### config.mk
export PLATFORM = sky130hd
export DESIGN_NAME = rstseq_top
export DESIGN_NICKNAME = d
export VERILOG_FILES = /design/src/rtl/rstseq_pkg.sv /design/src/rtl/rstseq_sync.sv /design/src/rtl/rstseq_cnt.sv /design/src/rtl/rstseq_top.sv
export SDC_FILE = /design/constraint.sdc
export NUM_CORES = 1
export LEC_CHECK = 0
export ABC_AREA = 1
export BUFFER_PORTS_ARGS = -buffer_cell sky130_fd_sc_hd__buf_2
export CAP_MARGIN = 30
export CORE_MARGIN = 2
export CORE_UTILIZATION = 35
export CTS_BUF_LIST = sky130_fd_sc_hd__clkbuf_4 sky130_fd_sc_hd__clkbuf_8 sky130_fd_sc_hd__clkbuf_16
export CTS_CLUSTER_DIAMETER = 30
export DETAILED_ROUTE_END_ITERATION = 8
export PLACE_DENSITY = 0.55
export SYNTH_ARGS = -nofsm -noshare
export SYNTH_HDL_FRONTEND = slang
export SYNTH_HIERARCHICAL = 1
export SYNTH_SLANG_ARGS = --single-unit
### constraint.sdc
create_clock -name clk -period 3.1 [get_ports clk]
set_input_delay 0.62 -clock clk [delete_from_list [all_inputs] [get_ports clk]]
set_output_delay 0.62 -clock clk [all_outputs]
set_load 0.01 [all_outputs]
### src/rtl/rstseq_pkg.sv
package rstseq_pkg;
  typedef enum logic [2:0] {
    ST_OSC, ST_STAB, ST_HOLD, ST_RUN, ST_DRIVE, ST_GAP
  } seq_state_t;

  typedef enum logic [1:0] {
    CAUSE_POR    = 2'b00,
    CAUSE_PIN    = 2'b01,
    CAUSE_WDOG   = 2'b10,
    CAUSE_CLKMON = 2'b11
  } cause_t;
endpackage

### src/rtl/rstseq_sync.sv
module rstseq_sync #(
  parameter int STAGES = 2
) (
  input  logic clk,
  input  logic rst,
  input  logic d,
  output logic q
);
  logic [STAGES-1:0] sh_q;

  always_ff @(posedge clk) begin
    if (rst) sh_q <= '1;
    else     sh_q <= {sh_q[STAGES-2:0], d};
  end

  assign q = sh_q[STAGES-1];
endmodule

### src/rtl/rstseq_cnt.sv
module rstseq_cnt #(
  parameter int W = 4
) (
  input  logic         clk,
  input  logic         clr,
  input  logic         inc,
  input  logic [W-1:0] limit,
  output logic         hit
);
  logic [W-1:0] cnt_q;

  assign hit = inc && (cnt_q == limit - W'(1));

  always_ff @(posedge clk) begin
    if (clr)      cnt_q <= '0;
    else if (inc) cnt_q <= cnt_q + W'(1);
  end
endmodule

### src/rtl/rstseq_top.sv
module rstseq_top
  import rstseq_pkg::*;
#(
  parameter int STAB_CYCLES = 4064,
  parameter int DRIVE_E     = 4,
  parameter int GAP_E       = 2,
  parameter int SYNC_STAGES = 2
) (
  input  logic       clk,
  input  logic       por_pulse,
  input  logic       osc_active,
  input  logic       e_stb,
  input  logic       pin_level,
  input  logic       wd_req,
  input  logic       cm_req,
  output logic       pin_pull_en,
  output logic       core_rst,
  output logic [1:0] cause
);
  localparam int SW   = $clog2(STAB_CYCLES + 1);
  localparam int EMAX = (DRIVE_E > GAP_E) ? DRIVE_E : GAP_E;
  localparam int EW   = $clog2(EMAX + 1);

  seq_state_t state_q, state_d;
  cause_t     pend_q, pend_d, cause_q, cause_d;
  logic       pin_s, stab_hit, e_hit, cnt_clr;
  logic [EW-1:0] e_limit;

  rstseq_sync #(.STAGES(SYNC_STAGES)) sync_i (
    .clk(clk), .rst(por_pulse), .d(pin_level), .q(pin_s)
  );

  assign cnt_clr = por_pulse || (state_d != state_q);
  assign e_limit = (state_q == ST_DRIVE) ? EW'(DRIVE_E) : EW'(GAP_E);

  rstseq_cnt #(.W(SW)) stab_cnt_i (
    .clk(clk), .clr(cnt_clr), .inc(state_q == ST_STAB),
    .limit(SW'(STAB_CYCLES)), .hit(stab_hit)
  );

  rstseq_cnt #(.W(EW)) e_cnt_i (
    .clk(clk), .clr(cnt_clr),
    .inc(e_stb && (state_q == ST_DRIVE || state_q == ST_GAP)),
    .limit(e_limit), .hit(e_hit)
  );

  always_comb begin
    state_d = state_q;
    pend_d  = pend_q;
    cause_d = cause_q;
    unique case (state_q)
      ST_OSC:  if (osc_active) state_d = ST_STAB;
      ST_STAB: if (stab_hit) state_d = ST_HOLD;
      ST_HOLD: if (pin_s) begin
        state_d = ST_RUN;
        cause_d = pend_q;
      end
      ST_RUN: begin
        if (cm_req) begin
          state_d = ST_DRIVE; pend_d = CAUSE_CLKMON;
        end else if (wd_req) begin
          state_d = ST_DRIVE; pend_d = CAUSE_WDOG;
        end else if (!pin_s) begin
          state_d = ST_DRIVE; pend_d = CAUSE_PIN;
        end
      end
      ST_DRIVE: if (e_hit) state_d = ST_GAP;
      ST_GAP: if (e_hit) begin
        if (pin_s) begin
          state_d = ST_RUN;
          cause_d = pend_q;
        end else begin
          state_d = ST_HOLD;
          pend_d  = CAUSE_PIN;
        end
      end
      default: state_d = ST_OSC;
    endcase
  end

  always_ff @(posedge clk) begin
    if (por_pulse) begin
      state_q <= ST_OSC;
      pend_q  <= CAUSE_POR;
      cause_q <= CAUSE_POR;
    end else begin
      state_q <= state_d;
      pend_q  <= pend_d;
      cause_q <= cause_d;
    end
  end

  assign pin_pull_en = (state_q == ST_DRIVE);
  assign core_rst    = (state_q != ST_RUN);
  assign cause       = cause_q;
endmodule

==> impl_metrics.env <==
export IMPL_run_status="finished clean"
export IMPL_fillers=570
export IMPL_cp_start_kind="register"
export IMPL_dieArea_um2=5920
export IMPL_irDropWorstVdd_uv=283
export IMPL_htree_levels=1
export IMPL_powerDensity_nw_per_um2=285
export IMPL_nets=390
export IMPL_start_util_pct=36.5
export IMPL_leakage_nw=1.12
export IMPL_overflow=0
export IMPL_hold_class="register to register"
export IMPL_antenna_left=0
export IMPL_ys_warn_count=6
export IMPL_drc=0
export IMPL_rsz0062_at_grt="false"
export IMPL_period_needed_ns=2.66
export IMPL_grt_max_degree=14
export IMPL_drv_slew=0
export IMPL_cts_tree="done"
export IMPL_finalHoldViolations=0
export IMPL_finalCritPeriodShare_pct=85.8
export IMPL_async_reset_ff_share_pct=0
export IMPL_place_hpwl_um=3330
export IMPL_endpoint_kind="register"
export IMPL_port_buffers=10
export IMPL_grt_use_total_pct=14.1
export IMPL_synth_top_area_cell="dfxtp_1"
export IMPL_clk_path_buf_depth=2
export IMPL_cp_arrival_ns=2.86
export IMPL_dr_pass1_iters=4
export IMPL_syn_area_um2=1860
export IMPL_syn_avg_cell_area_um2=5.75
export IMPL_drive_above_1_share_pct=10.3
export IMPL_synthTopCellsByArea="dfxtp_1 (26%), nand2_1 (19%), inv_1 (10%)"
export IMPL_drt_total_wl_um=3960
export IMPL_synthFlopType="dfxtp_1"
export IMPL_layout_common_cells="nand2_1 (95), nor2_1 (51), inv_1 (50)"
export IMPL_clk_pin_slew_ns=0.08
export IMPL_synth_edf_count=0
export IMPL_synth_seq_area_share_pct=25.8
export IMPL_die_y_um=76.9
export IMPL_required_ns=3.30
export IMPL_dpl_cell_area_um2=2150
export IMPL_clkSinkCount=24
export IMPL_dieWidth_um=76.9
export IMPL_crit_type="register to register"
export IMPL_grt_pass1_wl_um=6930
export IMPL_finClkSkew_ns=0.00670
export IMPL_antenna_found_initial=0
export IMPL_post_drt_wl_per_cell_um=8.84
export IMPL_synth_top_area_share_pct=25.8
export IMPL_via_per_inst=4.12
export IMPL_cts_root_buf="clkbuf_8"
export IMPL_ys_ff_latch=24
export IMPL_cts_setup_buffers=0
export IMPL_vias=1845
export IMPL_antenna_cells=0
export IMPL_dr_first_iter_drc_count=59
export IMPL_fin_area_um2=2210
export IMPL_synthToLayoutAreaGrowth_pct=18.6
export IMPL_timing_setup_tns_ns=0
export IMPL_cts_buffers=3
export IMPL_coreArea_um2=5110
export IMPL_synth_distinct_cells=28
export IMPL_fp_row_count=26
export IMPL_synth_cells=324
export IMPL_ios=11
export IMPL_insertion_delay_ns=0.27
export IMPL_final_common_cell="nand2_1"
export IMPL_setup_viol_count_final=0
export IMPL_grt_pass1_vias=1644
export IMPL_fmax_mhz=376
export IMPL_place_gp_congestion=0.830
export IMPL_cp_max_fo=9
export IMPL_drv_cap=0
[critical path, stage by stage, from the launching register on]
cell     delay, ns
dfxtp_1       0.39
nor2_1        0.21
nand2_2       0.12
inv_1         0.08
ha_1          0.23
nand2_1       0.07
inv_1         0.03
nor2_1        0.07
nand2_1       0.06
nor2_1        0.21
inv_1         0.10
nor2_1        0.09
nand2_1       0.06
nand3_1       0.11
nand2_1       0.07
nand2_1       0.06
nand3_1       0.20
inv_2         0.21
o21ai_0       0.11
a21oi_1       0.11
[area by class of cell]
cell class / count / area [µm²] / share of cell area [%]
clock buffer: 4 / 55.1 / 2.49
multi-input combinational: 283 / 1310 / 59.5
inverter: 55 / 206 / 9.35
timing repair buffer: 12 / 65.1 / 2.95
sequential: 24 / 480 / 21.8
tap: 70 / 87.6 / 3.97
[final timing paths]
path,startpoint,to,slack [ns],depth (start not counted)
max,state_q[1]$_SDFF_PP0_,stab_cnt_i/cnt_q[7]$_SDFFE_PP0P_,0.44,19
min,sync_i/sh_q[0]$_SDFF_PP1_,sync_i/sh_q[1]$_SDFF_PP1_,0.42,2
max reg2reg,state_q[1]$_SDFF_PP0_,stab_cnt_i/cnt_q[7]$_SDFFE_PP0P_,0.44,19
min reg2reg,sync_i/sh_q[0]$_SDFF_PP1_,sync_i/sh_q[1]$_SDFF_PP1_,0.42,2
[logic make-up (layout without fill, tap and decap cells)]
kind of cell | count (synthesis) | after routing | share of synthesized area, %
simple gates | 198 | 198 | 46.6
buf+inv | 56 | 71 | 11.5
compound gates | 32 | 32 | 9.27
flops | 24 | 24 | 25.8
xor+xnor | 8 | 8 | 3.76
fa+ha+maj | 4 | 4 | 2.69
other cells | 2 | 41 | 0.403
[routing by layer]
metal | global-route usage (%) | wire length, µm | vias to the layer above
li1 | - | - | 1067
met1 | 17.5 | 1970 | 762
met2 | 26.1 | 1880 | 14
met3 | 1.41 | 92 | 2
met4 | 3.27 | 21 | 0
met5 | 0 | 0 | -
[stage by stage]
stage                     hold WS [ns]  cells  utilization (%)  power, mW  setup WS, ns
final                            0.420    448             43.2      0.629         0.441
after global routing             0.457    448             43.2      0.668       0.00112
after CTS                        0.426    448             43.2      0.631         0.306
after detailed placement         0.402    444             42.2      0.414         0.347
after global placement           0.401    444             42.2      0.415         0.395
after floorplan                  0.387    363                -      0.395         0.608
[power breakdown]
| group | internal [mW] | switching (mW) | leakage (nW) |
|---|---|---|---|
| sequential | 0.312 | 0.00515 | 0.194 |
| combinational | 0.0326 | 0.0623 | 0.901 |
| clock | 0.113 | 0.103 | 0.0288 |
[cell usage after synthesis (3+ instances only)]
library cell / n
o21ai_0: 10
a21oi_1: 14
xor2_1: 4
inv_1: 51
inv_2: 3
nor2_1: 51
nand3_1: 24
nand2_2: 7
dfxtp_1: 24
nor3_1: 5
o21ai_1: 4
nor2_2: 5
ha_1: 4
xnor2_1: 4
nand2_1: 95
[registers in the layout (all words and copies together) (netlist names)]
register / cells
pend_q: 2
stab_cnt_i/cnt_q: 12
state_q: 3
cause: 2
sync_i/sh_q: 2
e_cnt_i/cnt_q: 3
[timing repair]
item | CTS | global route
gates resized for setup | 0 | 1
hold buffers | 0 | 0
setup endpoints to repair | 0 | 6
No activity file was read; power rests on OpenSTA's default activity.
